[src/rtl/wdt_pkg.sv]
package wdt_pkg;
  typedef enum logic [1:0] {
    REG_MODE  = 2'd0,
    REG_CONST = 2'd1,
    REG_FEED  = 2'd2,
    REG_COUNT = 2'd3
  } reg_sel_e;

  localparam logic [7:0] FEED_KEY_A = 8'hAA;
  localparam logic [7:0] FEED_KEY_B = 8'h55;

  localparam int unsigned MODE_EN   = 0;
  localparam int unsigned MODE_RSTEN = 1;
  localparam int unsigned MODE_TOF  = 2;
  localparam int unsigned MODE_INT  = 3;
endpackage

[src/rtl/wdt_feed_seq.sv]
module wdt_feed_seq
  import wdt_pkg::*;
(
  input  logic       clk_i,
  input  logic       rst_ni,
  input  logic       clr_i,
  input  logic       acc_i,
  input  logic       key_wr_i,
  input  logic [7:0] key_i,
  output logic       feed_o
);
  logic armed_q;

  // every access re-evaluates: only a first-key write leaves the sequence armed
  always_ff @(posedge clk_i or negedge rst_ni) begin
    if (!rst_ni)     armed_q <= 1'b0;
    else if (clr_i)  armed_q <= 1'b0;
    else if (acc_i)  armed_q <= key_wr_i && (key_i == FEED_KEY_A);
  end

  assign feed_o = acc_i & key_wr_i & armed_q & ~clr_i & (key_i == FEED_KEY_B);
endmodule

[src/rtl/wdt_prescale.sv]
module wdt_prescale #(
  parameter int unsigned DIV = 4
) (
  input  logic clk_i,
  input  logic rst_ni,
  input  logic run_i,
  input  logic restart_i,
  output logic tick_o
);
  localparam int unsigned PW = (DIV > 2) ? $clog2(DIV) : 1;
  localparam logic [PW-1:0] LAST = PW'(DIV - 1);

  logic [PW-1:0] pre_q;

  always_ff @(posedge clk_i or negedge rst_ni) begin
    if (!rst_ni)                  pre_q <= '0;
    else if (restart_i || !run_i) pre_q <= '0;
    else if (pre_q == LAST)       pre_q <= '0;
    else                          pre_q <= pre_q + 1'b1;
  end

  assign tick_o = run_i & ~restart_i & (pre_q == LAST);
endmodule

[src/rtl/wdt_count.sv]
module wdt_count #(
  parameter int unsigned       CNT_W = 32,
  parameter logic [CNT_W-1:0]  INIT  = '1
) (
  input  logic             clk_i,
  input  logic             rst_ni,
  input  logic             clr_i,
  input  logic             load_i,
  input  logic [CNT_W-1:0] load_val_i,
  input  logic             tick_i,
  output logic [CNT_W-1:0] cnt_o,
  output logic             expire_o
);
  logic [CNT_W-1:0] cnt_q;

  always_ff @(posedge clk_i or negedge rst_ni) begin
    if (!rst_ni)                     cnt_q <= INIT;
    else if (clr_i)                  cnt_q <= INIT;
    else if (load_i)                 cnt_q <= load_val_i;
    else if (tick_i && cnt_q != '0)  cnt_q <= cnt_q - 1'b1;
  end

  // underflow: a tick arriving with the count already at zero
  assign expire_o = tick_i & ~load_i & ~clr_i & (cnt_q == '0);
  assign cnt_o    = cnt_q;
endmodule

[src/rtl/wdt_top.sv]
module wdt_top
  import wdt_pkg::*;
#(
  parameter int unsigned CNT_W     = 32,
  parameter int unsigned PRESCALE  = 4,
  parameter int unsigned CONST_MIN = 255
) (
  input  logic             clk_i,
  input  logic             rst_ni,
  input  logic             wdt_rst_i,
  input  logic             req_i,
  input  logic             we_i,
  input  logic [1:0]       addr_i,
  input  logic [CNT_W-1:0] wdata_i,
  output logic [CNT_W-1:0] rdata_o,
  output logic             irq_o,
  output logic             rst_req_o
);
  localparam logic [CNT_W-1:0] MIN_V = CNT_W'(CONST_MIN);

  reg_sel_e         sel;
  logic             wr_mode, wr_const, wr_feed;
  logic             feed_pulse, feed_ok, tick, expire, timeout;
  logic             en_q, rsten_q, tof_q, int_q, run_q, rst_req_q;
  logic [CNT_W-1:0] const_q, cnt_q;

  assign sel      = reg_sel_e'(addr_i);
  assign wr_mode  = req_i & we_i & (sel == REG_MODE);
  assign wr_const = req_i & we_i & (sel == REG_CONST);
  assign wr_feed  = req_i & we_i & (sel == REG_FEED);

  wdt_feed_seq i_feed (
    .clk_i   (clk_i),
    .rst_ni  (rst_ni),
    .clr_i   (wdt_rst_i),
    .acc_i   (req_i),
    .key_wr_i(wr_feed),
    .key_i   (wdata_i[7:0]),
    .feed_o  (feed_pulse)
  );

  assign feed_ok = feed_pulse & en_q;

  wdt_prescale #(.DIV(PRESCALE)) i_pre (
    .clk_i    (clk_i),
    .rst_ni   (rst_ni),
    .run_i    (run_q),
    .restart_i(feed_ok | wdt_rst_i),
    .tick_o   (tick)
  );

  wdt_count #(.CNT_W(CNT_W), .INIT(MIN_V)) i_cnt (
    .clk_i     (clk_i),
    .rst_ni    (rst_ni),
    .clr_i     (wdt_rst_i),
    .load_i    (feed_ok),
    .load_val_i(const_q),
    .tick_i    (tick),
    .cnt_o     (cnt_q),
    .expire_o  (expire)
  );

  assign timeout = expire & ~feed_ok;

  // mode bits; tof only cleared by external reset or software
  always_ff @(posedge clk_i or negedge rst_ni) begin
    if (!rst_ni) begin
      en_q      <= 1'b0;
      rsten_q   <= 1'b0;
      tof_q     <= 1'b0;
      int_q     <= 1'b0;
      run_q     <= 1'b0;
      rst_req_q <= 1'b0;
    end else if (wdt_rst_i) begin
      en_q      <= 1'b0;
      rsten_q   <= 1'b0;
      int_q     <= 1'b0;
      run_q     <= 1'b0;
      rst_req_q <= 1'b0;
    end else begin
      rst_req_q <= timeout & rsten_q;
      if (timeout) begin
        en_q    <= 1'b0;
        rsten_q <= 1'b0;
        run_q   <= 1'b0;
        tof_q   <= 1'b1;
        int_q   <= 1'b1;
      end else begin
        if (wr_mode) begin
          en_q    <= en_q    | wdata_i[MODE_EN];
          rsten_q <= rsten_q | wdata_i[MODE_RSTEN];
          if (!wdata_i[MODE_TOF]) tof_q <= 1'b0;
        end
        if (feed_ok) run_q <= 1'b1;
      end
    end
  end

  always_ff @(posedge clk_i or negedge rst_ni) begin
    if (!rst_ni)        const_q <= MIN_V;
    else if (wdt_rst_i) const_q <= MIN_V;
    else if (wr_const)  const_q <= (wdata_i < MIN_V) ? MIN_V : wdata_i;
  end

  always_comb begin
    rdata_o = '0;
    if (req_i && !we_i) begin
      unique case (sel)
        REG_MODE: begin
          rdata_o[MODE_EN]    = en_q;
          rdata_o[MODE_RSTEN] = rsten_q;
          rdata_o[MODE_TOF]   = tof_q;
          rdata_o[MODE_INT]   = int_q;
        end
        REG_CONST: rdata_o = const_q;
        REG_COUNT: rdata_o = cnt_q;
        default:   rdata_o = '0;
      endcase
    end
  end

  assign irq_o     = int_q;
  assign rst_req_o = rst_req_q;
endmodule

[config.mk]
export PLATFORM = sky130hd
export DESIGN_NAME = wdt_top
export DESIGN_NICKNAME = d
export VERILOG_FILES = /design/src/rtl/wdt_pkg.sv /design/src/rtl/wdt_feed_seq.sv /design/src/rtl/wdt_prescale.sv /design/src/rtl/wdt_count.sv /design/src/rtl/wdt_top.sv
export SDC_FILE = /design/constraint.sdc
export NUM_CORES = 1
export LEC_CHECK = 0
export BUFFER_PORTS_ARGS = -buffer_cell sky130_fd_sc_hd__buf_2
export CAP_MARGIN = 20
export CORE_ASPECT_RATIO = 1.1
export CORE_MARGIN = 1.5
export CORE_UTILIZATION = 57
export CTS_BUF_LIST = sky130_fd_sc_hd__clkbuf_16
export CTS_CLUSTER_DIAMETER = 80
export DETAILED_ROUTE_END_ITERATION = 8
export PLACE_DENSITY_LB_ADDON = 0.3
export SYNTH_ARGS = -nofsm -noshare
export SYNTH_HDL_FRONTEND = slang
export SYNTH_HIERARCHICAL = 1
export SYNTH_SLANG_ARGS = --single-unit
[constraint.sdc]
create_clock -name clk_i -period 2.7 [get_ports clk_i]
set_clock_uncertainty 0.1 [all_clocks]
set_input_delay 0.135 -clock clk_i [delete_from_list [all_inputs] [get_ports clk_i]]
set_output_delay 0.135 -clock clk_i [all_outputs]
set_load 0.05 [all_outputs]
Yosys cells after proc, flatten, opt, wreduce, memory -nomap -nowiden
Cells that the tools add are included.
- output and inout port bits: 34
- RAM bits: 0
- word-level logic and storage cells: 87
- latch bits: 0
- memories: 0
- input port bits: 39
- ROM bits: 0
- flip-flop bits (word level): 73
- reduce and logical (&&, ||, !) cells: 17
- shifts and indexed selects: 0
- eq/ne operators: 7
- bitwise logic cells: 22
- div/mod/pow operators: 0
- $lt $le $gt $ge: 1
- multiply operators: 0
- $add $sub $neg: 2
- muxes and demuxes: 28
- operators by type and width (operator ; count):
    $mux 32 ; 7
    $pmux 28 s2 ; 1
    $logic_not 32->1 ; 1
    $lt 32x8->1 const B ; 1
    $reduce_bool 32->1 ; 1
    $sub 32x1->32 const B ; 1
    $mux 1 ; 17
    $and 1x1->1 ; 16
    $pmux 4 s3 ; 1
    $reduce_bool 3->1 ; 3
    $eq 8x7->1 const B ; 1
    $eq 8x8->1 const B ; 1
    $reduce_bool 2->1 ; 4
    $eq 2x2->1 const B ; 3
    $mux 2 ; 2
    $logic_and 1x1->1 ; 3
    $not 1->1 ; 3
    $or 1x1->1 ; 3
    $reduce_and 3->1 ; 1
    $add 2x1->2 const B ; 1
    $eq 2x1->1 const B ; 1
    $logic_not 1->1 ; 2
    $logic_not 2->1 ; 1
    $ne 2x1->1 const B ; 1
    $logic_or 1x1->1 ; 1

Logic depth before layout (Yosys ltp)
Gate-level depths: netlist of run 1.
- depth after elaboration: 17
- depth in mapped cells: 12
- depth with buffers taken out: 11

Hierarchy
Netlist of run 1, hierarchy kept.
- modules (own cells, without submodules) (module ; area each (um^2) ; instances ; cells each):
    wdt_count ; 2260.9 ; 1 ; 262
    wdt_top ; 2082.0 ; 1 ; 194
    wdt_feed_seq ; 117.6 ; 1 ; 10
    wdt_prescale ; 95.1 ; 1 ; 6

Least setup slack after synthesis of run 1
No wires, ideal clock.
- path kind: input port to flip-flop
- start point: input port addr_i[1]
- end point: register i_cnt.cnt_q[2] (netlist: i_cnt/cnt_o[2])
- library setup time: 0.090 ns
- path buffers: 3
- stages: 12
- arrival: 2.316 ns
- slack: 0.194 ns
- path through: buf_4 buf_2 nor3b_1 nand2_1 nor4_1 nand2_1 nand2b_1 and3b_1 o31a_1 buf_2 a2111oi_2 a211oi_1
- cells in the longest elaborated chain, start to end: 13
- elaborated cells on any way between the ends: 15
- those cells by class: 1 x eq/ne; 2 x mux; 10 x bitwise; 2 x reduce/logical
- ends and longest elaborated chain (element ; line ; RTL):
    from (decl) ; wdt_top.sv:13 ; input logic [1:0] addr_i,
    $eq 2x2->1 ; wdt_top.sv:30 ; assign wr_feed = req_i & we_i & (sel == REG_FEED);
    $and 1x1->1 ; wdt_top.sv:30 ;
    net wr_feed ; wdt_top.sv:22 ; logic wr_mode, wr_const, wr_feed;
    $and 1x1->1 (4 in a row) ; wdt_feed_seq.sv:21 ; assign feed_o = acc_i & key_wr_i & armed_q & ~clr_i & (key_i == FEED_KEY_B);
    net feed_pulse ; wdt_top.sv:23 ; logic feed_pulse, feed_ok, tick, expire, timeout;
    $and 1x1->1 ; wdt_top.sv:42 ; assign feed_ok = feed_pulse & en_q;
    $or 1x1->1 ; wdt_top.sv:48 ; .restart_i(feed_ok | wdt_rst_i),
    $not 1->1 ; wdt_prescale.sv:22 ; assign tick_o = run_i & ~restart_i & (pre_q == LAST);
    $and 1x1->1 (2 in a row) ; wdt_prescale.sv:22 ;
    net tick ; wdt_top.sv:23 ;
    $logic_and 1x1->1 ; wdt_count.sv:20 ; else if (tick_i && cnt_q != '0) cnt_q <= cnt_q - 1'b1;
    $reduce_bool 3->1 (no source line) ; -- ;
    to (signal assigned) ; wdt_count.sv:19 ; else if (load_i) cnt_q <= load_val_i;
    to (signal assigned) ; wdt_count.sv:20 ;
    to (decl) ; wdt_count.sv:14 ; logic [CNT_W-1:0] cnt_q;
The timed path passes the listed nets, and every way through them passes these cells.
A chain may end at the register's enable or synchronous reset.

Final worst setup path of run 1
- start point: register i_cnt.cnt_q[0] (netlist: i_cnt/cnt_o[0])
- end point: register i_cnt.cnt_q[0] (netlist: i_cnt/cnt_o[0])
- cells in the longest elaborated chain, start to end: 4
- elaborated cells on any way between the ends: 7
- those cells by class: 1 x add/sub; 3 x mux; 3 x reduce/logical
- ends and longest elaborated chain (element ; line ; RTL):
    $sub 32x1->32 ; wdt_count.sv:20 ;
    $mux 32 ; wdt_count.sv:20 ;
    $mux 32 ; wdt_count.sv:19 ;
    $mux 32 ; wdt_count.sv:18 ; else if (clr_i) cnt_q <= INIT;
Parallel ways exist; a longest one is shown, timed or not. The select of a mux whose other input is x is not followed.

==> results of run 1 <==
-- worst reg2reg max path: cells and delay by family, from the launching register on --
kind | cells | cell delay [ns]
adder cells (fa/ha/maj) | 1 | 0.17
flip-flops | 1 | 0.40
buffers and inverters | 2 | 0.29
AND/OR/NAND/NOR | 4 | 1.15
AO/OA/AOI/OAI | 1 | 0.40
-- report_power, final --
part           switching, mW  internal (mW)
clock                  0.518          0.724
sequential            0.0187           1.11
combinational          0.169          0.118
-- layer usage --
layer / track usage (%) / wire, um / share of wire [%]
met2: 56.7 / 7090 / 48
met4: 20.1 / 901 / 6.1
met5: 0 / 0 / 0
met1: 44.0 / 5690 / 39
met3: 6.40 / 993 / 6.8
-- per-stage QoR --
step	setup WS [ns]	util, %
finish	0.101	73.7
global route	0.00744	73.7
CTS	0.0984	73.4
detailed placement	0.128	65.3
global placement	0.211	65.3
floorplan	0.194	-
-- worst max-delay path by stage --
| stage | from | endpoint | cells after the start |
|---|---|---|---|
| 5_1_grt | i_cnt/cnt_o[0] | i_cnt/cnt_o[0] | 8 |
| 4_1_cts | wdata_i[1] | i_cnt/cnt_o[19] | 10 |
| 6_report | i_cnt/cnt_o[0] | i_cnt/cnt_o[0] | 8 |
| 2_1_floorplan | addr_i[1] | i_cnt/cnt_o[2] | 12 |
| 3_5_place_dp | i_cnt/cnt_o[0] | i_cnt/cnt_o[4] | 7 |
| 3_3_place_gp | i_cnt/cnt_o[0] | i_cnt/cnt_o[20] | 8 |
-- layout make-up --
class	count	share of cell area (%)
clock buffer	9	3.90
clock inverter	7	1.34
inverter	10	0.650
multi-input combinational	356	43.4
sequential	73	32.0
tap	108	2.34
timing repair buffer	135	16.4
-- cell families after synthesis --
family          Yosys count
simple gates            197
compound gates          124
flops                    73
buf+inv                  43
mux                      33
fa+ha+maj                 2
-- sequential cells by signal, summed over array words and instances (netlist names) --
signal / cells
const_q: 32
i_cnt/cnt_o: 32
i_pre/pre_q: 2
en_q: 1
i_feed/armed_q: 1
irq_o: 1
rst_req_o: 1
rsten_q: 1
run_q: 1
tof_q: 1
-- cells in the mapped netlist (4+ instances only) --
cell | instances | share of area (%)
nor2_1 | 59 | 4.9
buf_2 | 6 | 0.66
nand3b_1 | 4 | 0.66
a21oi_1 | 15 | 1.6
buf_1 | 5 | 0.41
mux2i_1 | 33 | 7.3
a211oi_1 | 4 | 0.66
nand2_1 | 27 | 2.2
o31a_1 | 12 | 2.3
o311ai_0 | 7 | 1.3
inv_1 | 10 | 0.82
dfstp_2 | 16 | 9.2
dfrtp_1 | 57 | 31
nor3_1 | 17 | 1.9
nand2b_1 | 6 | 0.82
buf_6 | 4 | 0.99
o22ai_1 | 8 | 1.1
clkbuf_1 | 13 | 1.1
nand4bb_1 | 4 | 0.99
or4_1 | 6 | 0.99
a31oi_1 | 5 | 0.69
nor4_2 | 5 | 1.4
or3_1 | 7 | 0.96
nand4_1 | 5 | 0.69
nand3_1 | 8 | 0.88
a22o_1 | 25 | 4.8
o22a_1 | 8 | 1.5
o21ai_0 | 7 | 0.77
and2_1 | 4 | 0.55
nor4_1 | 19 | 2.6
nor3b_1 | 7 | 1.2
buf_4 | 5 | 0.82
-- repair_timing --
action | CTS | global route
endpoints found under the hold margin | 55 | 0
resized for setup | 0 | 2
hold buffers | 33 | 0
setup endpoints to repair | 0 | 6
==> key figures, run 1 <==
Yosys
  – Synthesized flop and latch total: 73
  – Netlist cell types: between 70 and 80
  – Syn avg cell area: 9.65 um2
  – Synth Flop Type: dfrtp_1
  – Seq/Total Area, Yosys: between 40 and 50%
  – Post-Synth Adder-Cell Area: 0.549%
  – Mux contribution to synthesized area: 7.25%
  – Synth Area in XOR/XNOR: 0%
  – Post-synth EDFFs: 0
  – Synth Area in Compound Gates: between 20% and 30%
  – Cell area after synthesis: 4560 um2
  – Synth Area in Simple Gates: roughly a quarter
  – Ys Warns: 6
  – Largest family of logic cells by synthesized area: simple AND/OR/NAND/NOR gates
  – Syn Nets: 513
  – Post-Syn Instances: 472
  – Ys async rst share: 100%

Critical path
  – CP Class: reg -> reg
  – R2R cell count: 8
  – CP bufs+invs: 2
  – Worst path slowest cell: or4b_4
  – CP required: between 2 and 3 ns
  – R2R Setup Slk: 0.10 ns
  – Arrival time worst endpoint: 2.75 ns
  – Worst R2R End: i_cnt/cnt_o[0]
  – Slowest stage delay, CP: 0.52 ns
  – CP Launch Type: flip-flop
  – CP Cell Sequence: inv_1 -> ha_1 -> or4b_4 -> nand4b_4 -> o31a_1 -> buf_4 -> nor4_1 -> nor3_1
  – RR Startpoint: i_cnt/cnt_o[0]
  – Critical Path End Type: flip-flop
  – Top cell family by delay on the critical path: simple AND/OR/NAND/NOR gates
  – Max FO, Critical Path: 8

CTS
  – Reg clk slew, reported paths: 0.06 ns
  – CTS tree: done
  – Clk Tree Root Cell: clkbuf_16
  – Clock sink count: 73
  – CTS max path bufs: 2
  – Post-CTS Setup Repair Bufs: 0
  – H-Tree Depth: 3
  – CTS buffer count: 9
  – Clock Latency Late Sink: 0.34 ns

Timing
  – Fmax: 385 MHz
  – Max-slew violation count: 0
  – Hold slack: approximately 0.028 ns
  – RSZ-0062 raised after global routing: no
  – Slew @ Worst Pin: 0.704 ns
  – Min Tclk post-route: 2.60 ns
  – Final setup viols: 0
  – Final hold violations: 0
  – Final setup TNS: 0 ns
  – Part of the cycle the worst path needs: between 90 and 100%
  – Worst rel slew slack: 53.0%

Global routing
  – Initial antenna violation count: 0
  – Pin count of the biggest net entering global routing: 46
  – Gr usage total: 35.3%
  – First-pass GRT wire length: 22800 um
  – Vias in the first global route: 4436
  – Total grt overflow: 0

Power
  – Pleak: 2.54 nW
  – Pwr/cell area: 461 nW/um2
  – Power, Total: about 2.7 mW
  – Max IR drop VDD: around 0.4 mV

Detailed routing
  – Post-route ant nets: 0
  – DR DRC count: 0
  – DR vias/cell: 6.61
  – Via count: roughly 4600
  – Total Wirelength: 14700 um
  – Pre-antenna DRT Iters: 5
  – Initial DRC Count: 482
  – Routed wire per std cell: 21.0 um

Floorplan
  – Initial core utilization: 58.2%
  – Number of core rows: 34
  – Die Ht: 96.8 um
  – Die Wd: about 88 um
  – Placeable Area: 7830 um2
  – Io pins: 73
  – Total die area: about 8500 um2

Final layout
  – Register Area: 1850 um2
  – Layout area overhead: 26.7%
  – Commonest cells after routing, fill and taps aside: buf_2, nor2_1, dfrtp_1, mux2i_1, dlygate4sd3_1
  – Final Net Count: 626
  – Final instance area: 5770 um2
  – Filler instances: approximately 600
  – Layout cells sized above 1: 26.6%
  – Finished Layout Cells: 698
  – Most common cell after layout, fill and taps aside: buf_2
  – Area of the multi-input gates: 2500 um2
  – Number of diodes: 0

Min path
  – Hold Path Depth: 3
  – Min-Delay Startpoint: req_i
  – HP Class: in -> reg
  – Worst Hold End: i_feed/armed_q

Placement
  – PortBufs: 72
  – RePlAce Congestion: 0.974
  – Placed cells: 648
  – Placed Area: about 5000 um2
  – Post-DP HPWL: 9500 um

Run
  – MaxCap Viol Count: 0

Run status
  – Status: complete, no violations
Power figures use the tool's default switching activity.
==> run 2, diff against run 1 <==
CORE_MARGIN = default   (was 1.5)
==> key figures, run 2 (synthesis results as in run 1) <==
Timing
  – Slew @ Worst Pin: 0.805 ns (+0.101 ns)
  – Max-slew violation count: 0 (unchanged)
  – Final setup viols: 0 (unchanged)
  – Worst rel slew slack: 46.3% (-6.7 points)
  – Part of the cycle the worst path needs: 95.0% (-1.3 points)
  – Final hold violations: 0 (unchanged)
  – Hold slack: 0.0147 ns (-0.0134 ns)
  – Fmax: 390 MHz (+1.3%)
  – Min Tclk post-route: 2.57 ns (-0.0338 ns)
  – RSZ-0062 raised after global routing: no

Floorplan
  – Die Ht: 95.8 um (-1.0%)
  – Die Wd: 87.2 um (-1.1%)
  – Total die area: 8350 um2 (-2.2%)
  – Number of core rows: 33 (-2.9%)
  – Placeable Area: 7600 um2 (-2.9%)
  – Io pins: 73 (unchanged)
  – Initial core utilization: 60.0% (+1.8 points)

Global routing
  – First-pass GRT wire length: 22400 um (-2.1%)
  – Met1 Resource Use GR: 49.7% (+5.8 points)
  – Gr busiest metal: met2
  – Gr usage total: 35.9% (+0.60 points)
  – Met2 Use GR: 55.5% (-1.1 points)
  – Vias in the first global route: 4274 (-3.7%)
  – Initial antenna violation count: 0 (unchanged)
  – GR Util met3: 7.20% (+0.80 points)
  – Pin count of the biggest net entering global routing: 42 (-8.7%)
  – Total grt overflow: 0 (unchanged)

Critical path
  – CP required: 2.84 ns (about the same)
  – R2R Setup Slk: 0.17 ns (+0.07 ns)
  – RR Startpoint: i_cnt/cnt_o[0]
  – CP Cell Sequence: dlygate4sd3_1 -> buf_2 -> nand4bb_1 -> nor4_1 -> nand2_1 -> nand2b_1 -> and3b_2 -> o31ai_4 -> buf_4 -> or4_1 -> a311oi_2
  – Slowest stage delay, CP: 0.53 ns (about the same)
  – Arrival time worst endpoint: 2.70 ns (-0.05 ns)
  – Critical Path End Type: flip-flop
  – Worst R2R End: i_cnt/cnt_o[9]
  – Max FO, Critical Path: 14 (+6)
  – R2R cell count: 8 (unchanged)
  – CP Launch Type: input pin
  – Worst path slowest cell: dlygate4sd3_1
  – Worst setup path endpoint: i_cnt/cnt_o[21]
  – Setup crit start: wdata_i[1]
  – CP Class: in -> reg

Placement
  – RePlAce Congestion: 0.975 (+0.12%)
  – Placed cells: 644 (-0.62%)
  – PortBufs: 72 (unchanged)
  – Post-DP HPWL: 9490 um (-0.12%)
  – Placed Area: 5100 um2 (-0.22%)

Final layout
  – Layout cells sized above 1: 26.7% (+0.045 points)
  – Final Util: 75.8% (+2.1 points)
  – Finished Layout Cells: 694 (-0.57%)
  – Layout area overhead: 26.4%
  – Final Net Count: 625 (-0.16%)
  – Most common cell after layout, fill and taps aside: buf_2
  – Commonest cells after routing, fill and taps aside: buf_2, nor2_1, dfrtp_1, mux2i_1, dlygate4sd3_1
  – Number of diodes: 0 (unchanged)
  – Final instance area: 5760 um2 (-0.24%)

CTS
  – Clk Tree Root Cell: clkbuf_16
  – Clock Latency Late Sink: 0.33 ns (about the same)
  – Clock sink count: 73 (unchanged)
  – CTS buffer count: 9 (unchanged)
  – Reg clk slew, reported paths: 0.06 ns (about the same)
  – Post-CTS Setup Repair Bufs: 0 (unchanged)
  – CTS tree: done
  – H-Tree Depth: 3 (unchanged)
  – CTS max path bufs: 2 (unchanged)

Min path
  – Hold Path Depth: 2 (-1)
  – HP Class: in -> reg

Power
  – Internal: 1.95 mW (+0.15%)
  – Psw: 0.670 mW (-5.0%)
  – Pwr/cell area: 456 nW/um2 (-0.97%)
  – Power, Total: 2.63 mW (-1.2%)
  – Clock power frac: 45.9% (-0.8 points)
  – Pleak: 2.53 nW (-0.18%)
  – Comb pwr share: 11.1% (+0.3 points)
  – Sequential share of power: 43.0% (+0.5 points)
  – Max IR drop VDD: 0.474 mV (+21%)
  – Net Sw Frac: 25.5% (-1.0 points)

Detailed routing
  – DR vias/cell: 6.49 (-1.7%)
  – Post-route ant nets: 0 (unchanged)
  – Routed wire per std cell: 20.4 um (-3.2%)
  – Total Wirelength: 14100 um (-3.7%)
  – Initial DRC Count: 432 (-10%)
  – Pre-antenna DRT Iters: 7 (+2)
  – Via count: 4507 (-2.3%)
  – DR DRC count: 0 (unchanged)

Run
  – MaxCap Viol Count: 0 (unchanged)

Run status
  – Status: complete, no violations
-- run 2: metal layers --
layer,routed length (um),vias to the layer above
met5,0,-
met4,267,0
met3,1400,28
met2,6590,280
met1,5860,2134
li1,-,2065
-- run 2: cell type report --
class	instances	area, um2
Clock inverter	7	76.3
Clock buffer	9	225
Multi-Input combinational cell	356	2510
Fill cell	561	1840
Inverter	10	37.5
Timing Repair Buffer	134	933
Sequential cell	73	1850
Tap cell	105	131
-- run 2: what timing repair did --
action / 4_1_cts / 5_1_grt
hold buffers: 33 / 0
resized for setup: 0 / 4
setup endpoints to repair: 0 / 11
endpoints found under the hold margin: 64 / 0
-- run 2: worst max-delay path: cells and delay by family --
| kind | cells | cell delay (ns) |
|---|---|---|
| and+or+nand+nor | 6 | 1.34 |
| AOI/OAI and AO/OA | 2 | 0.34 |
| buffers and inverters | 3 | 0.88 |
-- run 2: per-stage QoR --
stage | TNS [ns] | worst slack [ns]
2_1_floorplan | 0 | 0.194
3_3_place_gp | 0 | 0.164
3_5_place_dp | -0.0982 | -0.0982
4_1_cts | 0 | 0.0346
5_1_grt | 0 | 0.00969
6_report | 0 | 0.135
-- run 2: worst min-delay path by stage --
stage                 from             end  slack [ns]
CTS                  req_i  i_feed/armed_q       0.006
detailed placement  rst_ni  i_pre/pre_q[0]        0.17
global route         req_i  i_feed/armed_q       0.007
floorplan           rst_ni     const_q[10]       -0.26
global placement    rst_ni  i_pre/pre_q[0]        0.16
finish               req_i  i_feed/armed_q        0.01
-- run 2: power by group through the flow --
stage	clock [mW]	combinational [mW]	sequential, mW
CTS	1.22	0.284	1.13
global route	1.26	0.311	1.13
floorplan	0	0.144	1.14
finish	1.21	0.291	1.13
global placement	0	0.239	1.15
detailed placement	0	0.246	1.15
==> run 3, diff against run 2 <==
BUFFER_PORTS_ARGS = default   (was -buffer_cell sky130_fd_sc_hd__buf_2)
CORE_UTILIZATION = 60   (was 57)
DONT_BUFFER_PORTS = 1   (was default)
==> key figures, run 3 (synthesis results as in run 1) <==
Critical path
  – CP Cell Sequence: nand2b_4 -> nor4_1 -> nand2_1 -> nand2b_1 -> and3b_2 -> o31ai_4 -> buf_4 -> buf_4 -> or4_1 -> a311oi_2
  – Worst path slowest cell: or4_1
  – CP required: 2.83 ns (about the same)
  – Arrival time worst endpoint: 2.81 ns (+0.11 ns)
  – Worst path most repeated cell: buf_4
  – Critical Path End Type: flip-flop
  – Slowest stage delay, CP: 0.50 ns (-0.03 ns)
  – R2R cell count: 10 (+2)
  – CP Class: reg -> reg
  – CP Launch Type: flip-flop
  – Max FO, Critical Path: 10 (-4)
  – R2R Setup Slk: 0.02 ns (-0.15 ns)

Timing
  – Fmax: 373 MHz (-4.3%)
  – Final setup viols: 0 (unchanged)
  – Part of the cycle the worst path needs: 99.2% (+4.2 points)
  – Min Tclk post-route: 2.68 ns (+0.114 ns)
  – Max-slew violation count: 0 (unchanged)
  – Final hold violations: 0 (unchanged)
  – Slew @ Worst Pin: 1.01 ns (+0.208 ns)
  – Worst rel slew slack: 32.3% (-14 points)
  – RSZ-0062 raised after global routing: yes
  – Final worst slack: 0.0203 ns (-0.114 ns)

Detailed routing
  – Total Wirelength: 16400 um (+16%)
  – DR DRC count: 0 (unchanged)
  – Initial DRC Count: 535 (+24%)
  – Pre-antenna DRT Iters: 6 (-1)
  – Routed wire per std cell: 25.5 um (+25%)
  – DR vias/cell: 7.34 (+13%)
  – Post-route ant nets: 0 (unchanged)
  – Via count: 4721 (+4.7%)

Final layout
  – Layout area overhead: 25.8%
  – Final Net Count: 594 (-5.0%)
  – Filler instances: 421 (-25%)
  – Finished Layout Cells: 643 (-7.3%)
  – Layout cells sized above 1: 20.8% (-5.9 points)
  – Number of diodes: 0 (unchanged)
  – Most common cell after layout, fill and taps aside: nor2_1
  – Commonest cells after routing, fill and taps aside: nor2_1, dfrtp_1, buf_4, dlygate4sd3_1, mux2i_1

Min path
  – HP Class: in -> reg
  – Hold Path Depth: 2 (unchanged)

CTS
  – Clock Latency Late Sink: 0.34 ns (about the same)
  – Clk Tree Root Cell: clkbuf_16
  – CTS buffer count: 9 (unchanged)
  – CTS max path bufs: 2 (unchanged)
  – H-Tree Depth: 3 (unchanged)
  – CTS tree: done
  – Clock sink count: 73 (unchanged)
  – Reg clk slew, reported paths: 0.06 ns (about the same)

Placement
  – RePlAce Congestion: 0.942 (-3.4%)
  – Post-DP HPWL: 9150 um (-3.5%)
  – Pre-CTS setup slack: 0.0595 ns (+0.158 ns)
  – Placed cells: 578 (-10%)
  – PortBufs: 0 (-100%)

Floorplan
  – Die Ht: 93.4 um (-2.5%)
  – Initial core utilization: 63.6% (+3.6 points)
  – Total die area: 7950 um2 (-4.9%)
  – Die Wd: 85.1 um (-2.5%)
  – Number of core rows: 32 (-3.0%)
  – Io pins: 73 (unchanged)
  – Placeable Area: 7170 um2 (-5.7%)

Global routing
  – Total grt overflow: 0 (unchanged)
  – First-pass GRT wire length: 25100 um (+12%)
  – Gr usage total: 41.7% (+5.8 points)
  – Pin count of the biggest net entering global routing: 74 (+76%)
  – Initial antenna violation count: 0 (unchanged)
  – Vias in the first global route: 4619 (+8.1%)

Run
  – MaxCap Viol Count: 0 (unchanged)

Power
  – Pwr/cell area: 459 nW/um2 (+0.67%)
  – Max IR drop VDD: 0.416 mV (-12%)
  – Pleak: 2.41 nW (-5.0%)

Run status
  – Status: complete, no violations
## run 3: changes by cell type in the layout (fill, tap and decap cells not counted), moves of 2 or more
cell	change
buf_4	+28
dlygate4sd3_1	+11
a311oi_2	-2
buf_2	-72
clkinvlp_4	+2
a311oi_1	+2
## run 3: metal layers
metal | GRT usage (%) | up-vias | part of all wire (%)
met4 | 21.0 | 0 | 4.9
met1 | 52.9 | 2283 | 37
li1 | - | 1990 | -
met2 | 66.2 | 371 | 46
met5 | 0 | - | 0
met3 | 10.7 | 77 | 12
## run 3: area by class of cell
cell class                 instances  area, um2  area share [%]
clock inverter                     7       78.8            1.38
inverter                          10       37.5           0.655
tap                               85        106            1.86
sequential                        73       1850            32.2
multi-input combinational        356       2510            43.8
clock buffer                       9        225            3.93
timing repair buffer             103        927            16.2
## run 3: worst paths after layout
path,startpoint,end
setup reg to reg,i_feed/armed_q,i_cnt/cnt_o[21]
max in group asynchronous,rst_ni,i_cnt/cnt_o[6]
min in group asynchronous,rst_ni,i_cnt/cnt_o[23]
hold reg to reg,i_pre/pre_q[0],i_pre/pre_q[0]
hold / removal,wdt_rst_i,i_cnt/cnt_o[5]
setup / recovery,i_feed/armed_q,i_cnt/cnt_o[21]
## run 3: timing repair
action | 4_1_cts | 5_1_grt
setup buffers | 0 | 3
hold buffers | 43 | 2
endpoints found under the setup margin | 0 | 6
gates resized for setup | 0 | 7
hold endpoints to repair | 125 | 2
## run 3: power by group
part           leakage [nW]  switching (mW)  total [mW]  internal, mW
Combinational          1.31           0.135       0.247         0.112
Sequential            0.961          0.0197        1.13          1.11
Clock                 0.139           0.530        1.25         0.725
## run 3: stage by stage
step                      TNS, ns  hold slack [ns]  power [mW]  utilization (%)  instance area, um2
after global routing      -0.0509           0.0335        2.68             80.0                5730
after detailed placement        0           -0.258        1.29             68.4                4900
after floorplan                 0           -0.261        1.28                -                4560
after CTS                       0          0.00197        2.58             78.9                5650
after global placement          0           -0.258        1.29             68.4                4900
final                           0          0.00674        2.63             80.0                5730
## run 3: worst max-delay path, delay by kind of cell (launching register included)
| kind | cells | cell delay (ns) |
|---|---|---|
| buf+inv | 2 | 0.32 |
| simple gates | 6 | 1.38 |
| flops | 1 | 0.41 |
| compound gates | 2 | 0.36 |
